File: config.mk
export PLATFORM = sky130hd
export DESIGN_NAME = spmulti_seq
export DESIGN_NICKNAME = d
export VERILOG_FILES = /design/src/rtl/spmulti_pkg.sv /design/src/rtl/spmulti_first_set.sv /design/src/rtl/spmulti_elem_cursor.sv /design/src/rtl/spmulti_req_former.sv /design/src/rtl/spmulti_seq.sv
export SDC_FILE = /design/constraint.sdc
export NUM_CORES = 1
export LEC_CHECK = 0
export BUFFER_PORTS_ARGS = -buffer_cell sky130_fd_sc_hd__buf_2
export CORE_ASPECT_RATIO = 1.25
export CORE_MARGIN = 4
export CORE_UTILIZATION = 45
export CTS_BUF_LIST = sky130_fd_sc_hd__clkbuf_8
export CTS_CLUSTER_DIAMETER = 40
export DETAILED_ROUTE_END_ITERATION = 10
export PLACE_DENSITY = 0.65
export SLEW_MARGIN = 20
export SYNTH_ARGS = -nofsm -noshare
export SYNTH_HDL_FRONTEND = slang
export SYNTH_SLANG_ARGS = --single-unit
File: constraint.sdc
create_clock -name clk -period 4.8 [get_ports clk]
set_clock_uncertainty 0.2 [all_clocks]
set_input_delay 0.24 -clock clk [delete_from_list [all_inputs] [get_ports clk]]
set_output_delay 0.24 -clock clk [all_outputs]
set_load 0.03 [all_outputs]
File: src/rtl/spmulti_pkg.sv
// Shared types for the predicated stack multi-element sequencer.
// Assumes nothing beyond plain synthesizable SystemVerilog.
package spmulti_pkg;
    typedef enum logic [0:0] {
        ST_IDLE = 1'b0,
        ST_RUN  = 1'b1
    } run_state_e;
endpackage

File: src/rtl/spmulti_first_set.sv
// Finds the lowest set bit of a mask at or above a start position.
// Returns W when no qualifying bit exists. Assumes W < 2**IW.
module spmulti_first_set #(
    parameter int W  = 8,
    parameter int IW = $clog2(W + 1)
) (
    input  logic [W-1:0]  mask_i,
    input  logic [IW-1:0] from_i,
    output logic [IW-1:0] pos_o
);
    logic [W-1:0] qual;

    genvar k;
    generate
        for (k = 0; k < W; k++) begin : g_qual
            // mark set bits that lie at or above the start position
            assign qual[k] = mask_i[k] && (IW'(k) >= from_i);
        end
    endgenerate

    // priority encode the lowest qualifying bit
    always_comb begin
        pos_o = IW'(W);
        for (int n = W - 1; n >= 0; n--) begin
            if (qual[n]) pos_o = IW'(n);
        end
    end
endmodule

File: src/rtl/spmulti_elem_cursor.sv
// Element cursor for one side (source or destination).
// Captures mask and vector flag on load. A vectorised cursor skips
// cleared predicate bits combinationally. A scalar cursor sits at 0.
// Assumes step_i is raised only when pos_o is below the element count.
module spmulti_elem_cursor #(
    parameter int ELEMS = 8,
    parameter int IW    = $clog2(ELEMS + 1)
) (
    input  logic             clk,
    input  logic             rst_n,
    input  logic             load_i,
    input  logic [ELEMS-1:0] mask_i,
    input  logic             vec_i,
    input  logic             step_i,
    output logic [IW-1:0]    pos_o,
    output logic             vec_o
);
    logic [ELEMS-1:0] mask_q;
    logic             vec_q;
    logic [IW-1:0]    ptr_q;
    logic [IW-1:0]    found;

    spmulti_first_set #(.W(ELEMS), .IW(IW)) u_find (
        .mask_i (mask_q),
        .from_i (ptr_q),
        .pos_o  (found)
    );

    // capture configuration and advance the pointer past each used element
    always_ff @(posedge clk) begin
        if (!rst_n) begin
            mask_q <= '0;
            vec_q  <= 1'b0;
            ptr_q  <= '0;
        end else if (load_i) begin
            mask_q <= mask_i;
            vec_q  <= vec_i;
            ptr_q  <= '0;
        end else if (step_i && vec_q) begin
            ptr_q  <= pos_o + IW'(1);
        end
    end

    // effective element: next active bit when vectorised, else the pointer
    always_comb begin
        pos_o = vec_q ? found : ptr_q;
    end

    assign vec_o = vec_q;
endmodule

File: src/rtl/spmulti_req_former.sv
// Forms the stack offset and target register of the current element pair.
// Both results wrap at their field widths.
module spmulti_req_former #(
    parameter int OFF_W      = 12,
    parameter int REG_W      = 6,
    parameter int IW         = 4,
    parameter int ELEM_BYTES = 4
) (
    input  logic [OFF_W-1:0] imm_i,
    input  logic [REG_W-1:0] base_i,
    input  logic [IW-1:0]    src_pos_i,
    input  logic [IW-1:0]    dst_pos_i,
    output logic [OFF_W-1:0] off_o,
    output logic [REG_W-1:0] reg_o
);
    // scale the source element by the element size and add the immediate
    always_comb begin
        off_o = imm_i + OFF_W'(src_pos_i) * OFF_W'(ELEM_BYTES);
        reg_o = base_i + REG_W'(dst_pos_i);
    end
endmodule

File: src/rtl/spmulti_seq.sv
// Top of the predicated stack-relative multi-element sequencer.
// Accepts a start while idle, then issues one valid/ready request per
// surviving element pair until a cursor passes the count, or after one
// request when both sides are scalar. Ends with a one-cycle done pulse.
// Assumes the destination register number is already redirected.
module spmulti_seq #(
    parameter int ELEMS      = 8,
    parameter int OFF_W      = 12,
    parameter int REG_W      = 6,
    parameter int ELEM_BYTES = 4,
    localparam int IW        = $clog2(ELEMS + 1)
) (
    input  logic             clk,
    input  logic             rst_n,
    input  logic             start_i,
    input  logic [IW-1:0]    vl_i,
    input  logic             src_vec_i,
    input  logic [ELEMS-1:0] src_mask_i,
    input  logic             dst_vec_i,
    input  logic [ELEMS-1:0] dst_mask_i,
    input  logic [REG_W-1:0] dst_reg_i,
    input  logic [OFF_W-1:0] imm_i,
    output logic             req_valid_o,
    input  logic             req_ready_i,
    output logic [OFF_W-1:0] req_off_o,
    output logic [REG_W-1:0] req_reg_o,
    output logic             busy_o,
    output logic             done_o
);
    import spmulti_pkg::*;

    run_state_e       state_q;
    logic [IW-1:0]    vl_q;
    logic [OFF_W-1:0] imm_q;
    logic [REG_W-1:0] base_q;
    logic             done_q;

    logic             accept;
    logic             running;
    logic             exhausted;
    logic             hs;
    logic             finish;
    logic [IW-1:0]    src_pos;
    logic [IW-1:0]    dst_pos;
    logic             src_vec;
    logic             dst_vec;

    assign accept    = (state_q == ST_IDLE) && start_i;
    assign running   = (state_q == ST_RUN);
    assign exhausted = (src_pos >= vl_q) || (dst_pos >= vl_q);
    assign hs        = req_valid_o && req_ready_i;
    assign finish    = (running && exhausted) || (hs && !src_vec && !dst_vec);

    spmulti_elem_cursor #(.ELEMS(ELEMS), .IW(IW)) u_src (
        .clk    (clk),
        .rst_n  (rst_n),
        .load_i (accept),
        .mask_i (src_mask_i),
        .vec_i  (src_vec_i),
        .step_i (hs),
        .pos_o  (src_pos),
        .vec_o  (src_vec)
    );

    spmulti_elem_cursor #(.ELEMS(ELEMS), .IW(IW)) u_dst (
        .clk    (clk),
        .rst_n  (rst_n),
        .load_i (accept),
        .mask_i (dst_mask_i),
        .vec_i  (dst_vec_i),
        .step_i (hs),
        .pos_o  (dst_pos),
        .vec_o  (dst_vec)
    );

    spmulti_req_former #(
        .OFF_W(OFF_W), .REG_W(REG_W), .IW(IW), .ELEM_BYTES(ELEM_BYTES)
    ) u_form (
        .imm_i     (imm_q),
        .base_i    (base_q),
        .src_pos_i (src_pos),
        .dst_pos_i (dst_pos),
        .off_o     (req_off_o),
        .reg_o     (req_reg_o)
    );

    // run/idle control and capture of the shared configuration
    always_ff @(posedge clk) begin
        if (!rst_n) begin
            state_q <= ST_IDLE;
            vl_q    <= '0;
            imm_q   <= '0;
            base_q  <= '0;
        end else if (accept) begin
            state_q <= ST_RUN;
            vl_q    <= (vl_i > IW'(ELEMS)) ? IW'(ELEMS) : vl_i;
            imm_q   <= imm_i;
            base_q  <= dst_reg_i;
        end else if (finish) begin
            state_q <= ST_IDLE;
        end
    end

    // registered end-of-sequence pulse
    always_ff @(posedge clk) begin
        if (!rst_n) done_q <= 1'b0;
        else        done_q <= finish;
    end

    assign req_valid_o = running && !exhausted;
    assign busy_o      = running;
    assign done_o      = done_q;
endmodule

# After elaboration in Yosys (flattened, before gate mapping)
# Cells that the tools add are included.
[totals]
register_bits = 50
latchBits = 0
ramBits = 0
romBits = 0
input_bits = 44
output_inout_bits = 21
wordCells = 88
mem_count = 0
[classes]
addsub = 4
mul = 0
div = 0
magnitude_cmp = 19
eq_ne = 0
shift = 0
n_mux = 21
bitwise = 2
n_reduce_logical = 31
[op_table]
columns = ["operator", "count"]
rows = [
  ["$mux 4", 19],
  ["$ge 3x4->1 const A", 8],
  ["$logic_and 1x1->1", 24],
  ["$ge 1x4->1 const A", 4],
  ["$ge 2x4->1 const A", 4],
  ["$add 12x6->12", 1],
  ["$add 4x1->4 const B", 2],
  ["$ge 4x4->1", 2],
  ["$add 6x4->6", 1],
  ["$gt 4x4->1 const B", 1],
  ["$logic_not 1->1", 3],
  ["$logic_or 1x1->1", 2],
  ["$mux 1", 2],
  ["$not 1->1", 2],
  ["$reduce_bool 2->1", 1],
  ["$reduce_or 2->1", 1],
]

# Depth between registers and ports, before layout
[logic_depth]
ltp_word = 21
mapped_depth = 16
ltp_nobuf = 14

# Cells and area by module
# A second synthesis with hierarchy kept.
[hier_totals]
cells_unflattened = 359
hier_area_um2 = 3124.2
[modules_own_cells]
columns = ["mod", "instances", "cells_each", "area_per_inst_um2", "seq_area_each_um2"]
rows = [
  ["spmulti_elem_cursor", 2, 52, 585.6, 260.2],
  ["spmulti_seq", 1, 128, 1092.3, 480.5],
  ["spmulti_req_former", 1, 69, 520.5, 0.0],
  ["spmulti_first_set", 2, 29, 170.2, 0.0],
]

# Worst setup path after synthesis
# Ideal clock, no wire load.
[synth_timing]
path_kind = "reg2out"
startpoint = "reg u_src.ptr_q[1]"
endpoint = "out req_off_o[11]"
t_arrival_ns = 2.949
required_ns = 4.360
setup_slack_ns = 1.411
path_stages_with_launch = 14
path_buffers = 1
cell_sequence = "dfxtp_1 buf_2 nor4_1 a211oi_1 a22o_1 a31oi_1 inv_1 ha_1 a21o_1 a21oi_1 nor2b_1 o21ai_0 nor2_1 xor2_1"
[synth_via]
elab_chain_len = 12
elab_cells_between_ends = 26
cone_classes = "add/sub (1); order compare (8); mux (9); reduce/logical (8)"
[synth_lines]
columns = ["item", "line", "text"]
rows = [
  ["start: declaration", "spmulti_elem_cursor.sv:20", "logic [IW-1:0] ptr_q;"],
  ["start signal: assignment", "spmulti_elem_cursor.sv:40", "ptr_q <= pos_o + IW'(1);"],
  ["$ge 3x4->1", "spmulti_first_set.sv:17", "assign qual[k] = mask_i[k] && (IW'(k) >= from_i);"],
  ["$logic_and 1x1->1", "spmulti_first_set.sv:17", ""],
  ["$mux 4 (8 in a row)", "spmulti_first_set.sv:25", "if (qual[n]) pos_o = IW'(n);"],
  ["$mux 4 *", "spmulti_elem_cursor.sv:46", "pos_o = vec_q ? found : ptr_q;"],
  ["$add 12x6->12 *", "spmulti_req_former.sv:18", "off_o = imm_i + OFF_W'(src_pos_i) * OFF_W'(ELEM_BYTES);"],
  ["end: declaration", "spmulti_seq.sv:25", "output logic [OFF_W-1:0] req_off_o,"],
]
# Every way passes the cells marked *; elsewhere a longest branch is shown, timed or not.

# Worst setup path in the final report
[layout_timing]
startpoint = "reg u_dst.ptr_q[2]"
endpoint = "out req_valid_o"
[layout_via]
elab_chain_len = 15
elab_cells_between_ends = 29
cone_classes = "order compare (9); mux (9); reduce/logical (11)"
[layout_lines]
columns = ["item", "line", "text"]
rows = [
  ["start: declaration", "spmulti_elem_cursor.sv:20", ""],
  ["start signal: assignment", "spmulti_elem_cursor.sv:40", ""],
  ["$ge 3x4->1", "spmulti_first_set.sv:17", ""],
  ["$logic_and 1x1->1", "spmulti_first_set.sv:17", ""],
  ["$mux 4 (8 in a row)", "spmulti_first_set.sv:25", ""],
  ["$mux 4 *", "spmulti_elem_cursor.sv:46", ""],
  ["$ge 4x4->1 *", "spmulti_seq.sv:50", "assign exhausted = (src_pos >= vl_q) || (dst_pos >= vl_q);"],
  ["$logic_or 1x1->1 *", "spmulti_seq.sv:50", ""],
  ["$logic_not 1->1 *", "spmulti_seq.sv:110", "assign req_valid_o = running && !exhausted;"],
  ["$logic_and 1x1->1 *", "spmulti_seq.sv:110", ""],
  ["end: declaration", "spmulti_seq.sv:23", "output logic req_valid_o,"],
]
# Marked as above.

==> impl_results.md <==
* Status: finished clean
* Clock root buffer: clkbuf_8
* Tcrit/Tclk final at just over 80%
* Max Cap Violations at 0
* Number of I/O pins at 65
* Top delay family on crit path: compound AO/OA/AOI/OAI gates
* Clock H-tree levels at 2
* Core Area at about 6300 um2
* Synth Area in XOR/XNOR at 4.16%
* Clock-pin slew of the registers on the worst-case setup and hold paths at 90 ps
* Largest family of logic cells by synthesized area: compound AO/OA/AOI/OAI gates
* Worst vdd rail ir drop at around 0.00016 V
* IO Port Bufs at 64
* Hold crit path type: input port to flop
* Yosys top cell by area: dfxtp_1
* FFs w/ async S/R, synth at 0%
* Power per cell area at 252 nW/um2
* Total Wirelength at 7.10 mm
* Post-route ant nets at 0
* PostCTS Resize Cnt at 0
* First-pass GRT wire length at 12.3 mm
* Slew headroom at between 40% and 50%
* Syn avg cell area at 7.98 um2
* Pin count of the biggest net entering global routing at 45
* Placer Congestion at 0.934
* Fmax at 257 MHz
* Setup crit start kind: flop
* Net Count, Synth at 433
* CTS Hold Bufs at 35
* Chip width at roughly 80 um
* Post-synthesis adder-cell area fraction at 9.01%
* Share of cells above drive strength 1 at between 10% and 20%
* CP Data Arrival Time at 3440 ps
* Post-synth EDFFs at 0
* Simple-gate share of the synthesized area at about a fifth
* Post-route cell area at between 3000 and 4000 um2
* Leakage at about 1.6 nW
* RSZ-0062 raised after global routing: no
* P&R area growth vs syn at 27.1%
* Skew-Pair Late Insertion Delay at a little over 300 ps
* Overall fraction of global-route tracks in use at slightly below 20%
* Synth cell types at 46
* Setup-failing EPs final at 0
* Synth Area in Compound Gates at 26.3%
* Critical Path Max Stage Delay at just under 500 ps
* CTS max path bufs at 2
* Most common flop cell mapped by yosys: dfxtp_1
* CP bufs+invs at 1
* DR WL/cell at around 13 um
* Area after DPL at around 3300 um2
* Post-detail-place hpwl at 4.92 mm
* Die H at 98.5 um
* Crit-path max FO at 9
* Crit-path slowest cell: dfxtp_1
* Period minus WS final at 3880 ps
* Required time of the critical path at 4360 ps
* Critical path endpoint category: output pin
* Initial antenna violation count at 0
* Via density at 5.08
* DRC Markers at 0
* Yosys warning count at 0
* Worst path most repeated cell: a21oi_1
* Tot Pwr at 0.942 mW
* Initial Util at 46.9%
* DRT iter0 DRCs at approximately 180
* Max Slew Vio Count at 0
* Core Util, Final at 59.6%
* CP Class: flop to output pin
* #FFs+latches synth at 50
* Nets@finish at 520
* Post-synthesis cell count at roughly 370
* Antenna cells at 0
* Seq/Total Area, Yosys at ~34%
* Tightest Pin Transition at 801 ps
* CTS buffer count at 5
* Yosys top cell area share at 34.0%
* Cell Count Post-Placement at around 500
* Die ar. at 7910 um2
* CTS tree: done
* Setup TNS at 0 ps
* Post-synthesis mux area share at 0.680%
* Final non-filler cell total at 542
* Remaining Overflow, GRT at 0
* Mapped Area at 2950 um2
* Clk sinks at 50
* Via Count at 2,752
* CP Cell Sequence: a21boi_0 > o211a_1 > nor3_1 > o21ai_0 > a21oi_1 > nor2_1 > a21oi_1 > ha_1 > o21ai_0 > a21oi_1 > a2111oi_4 > and2_2 > buf_2
* Detailed-router iteration count before antenna repair at 4
* Vias in the first global route at between 2,000 and 3,000
* Synth top area cells: dfxtp_1, a21boi_0, nand2_1, ha_1, a21oi_1
* Post-CTS setup buffer count at 0
* Final hold violations at 0
* FP Rows at 32
cell families after synthesis:
family / after synthesis
adders and majority gates: 20
AOI/OAI and AO/OA: 111
DFF: 50
xor gates and xnor gates: 14
muxes: 2
buffers and inverters: 36
and+or+nand+nor: 136
path summary, 6_finish.rpt:
kind / startpoint / to / slack (ps) / depth (start not counted)
max: u_dst.ptr_q[2] / req_valid_o / 920 / 13
max reg2reg: u_dst.ptr_q[2] / u_dst.ptr_q[1] / 1140 / 14
min: dst_mask_i[2] / u_dst.mask_q[2] / 8 / 3
min reg2reg: vl_q[3] / vl_q[3] / 270 / 2
state kept, by name (all words and copies together) (netlist names):
name and flops:
base_q 6, busy_o 1, done_o 1, imm_q 12, u_dst.mask_q 8, u_dst.ptr_q 4
u_dst.vec_o 1, u_src.mask_q 8, u_src.ptr_q 4, u_src.vec_o 1, vl_q 4
placed cells by master (no fill, tap or decap), types with 3 or more instances in the layout:
cell and count:
o21ai_0 15, dlygate4sd3_1 35, xor2_1 4, a21boi_0 48
nand3_1 6, ha_1 18, a21oi_1 19, inv_1 16
nand2_1 90, nand2b_1 4, o31ai_1 3, nor3_1 3
clkbuf_8 5, dfxtp_1 50, o22ai_1 3, xnor2_1 10
nor2_1 11, nand3b_1 3, a21o_1 6, nor2b_1 6
buf_2 64
report_power, final:
group,total [mW],leakage [nW],internal (mW),switching [mW]
sequential,0.452,0.410,0.435,0.0166
clock,0.297,0.0556,0.154,0.143
combinational,0.194,1.18,0.0866,0.107
total,0.942,1.64,0.675,0.267
synthesized netlist by cell type, types with 3 or more instances:
cell type	number
nand2_1	90
dfxtp_1	50
a21boi_0	48
a21oi_1	19
ha_1	18
clkbuf_1	15
inv_1	15
o21ai_0	15
nor2_1	11
xnor2_1	10
nor2b_1	7
a21o_1	6
nand3_1	6
nand2b_1	4
xor2_1	4
buf_4	3
nand3b_1	3
nor3_1	3
o22ai_1	3
o31ai_1	3
through the flow:
stage	worst slack (ps)	hold slack, ps
2_1_floorplan	1410	185
3_3_place_gp	1370	250
3_5_place_dp	1200	261
4_1_cts	936	1.59
5_1_grt	509	4.30
6_report	915	8.24
worst register-to-register path, cell delays in order (launching register included):
cell and delay, ps:
dfxtp_1 490, a21boi_0 140, o211a_1 230, nor3_1 200, o21ai_0 180, a21oi_1 180
nor2_1 60, a21oi_1 330, ha_1 300, o21ai_0 70, a21oi_1 120, a2111oi_4 440
and4_1 370, mux2i_1 210, nor2_1 50
final cells by class:
class	count	area (um2)
inverters	15	56.3
multi-input cells	283	1780
clock buffers	5	68.8
fillers	588	2540
clock inverters	3	41.3
flip-flops and latches	50	1000
well taps	85	106
repair buffers	101	686
per-layer routing:
metal  GRT usage, %  part of all wire [%]
met1           24.1                    45
met2           33.1                    50
met3           3.38                   3.0
met4           6.50                   1.9
met5              0                     0
(Power assumes the default switching activity.)
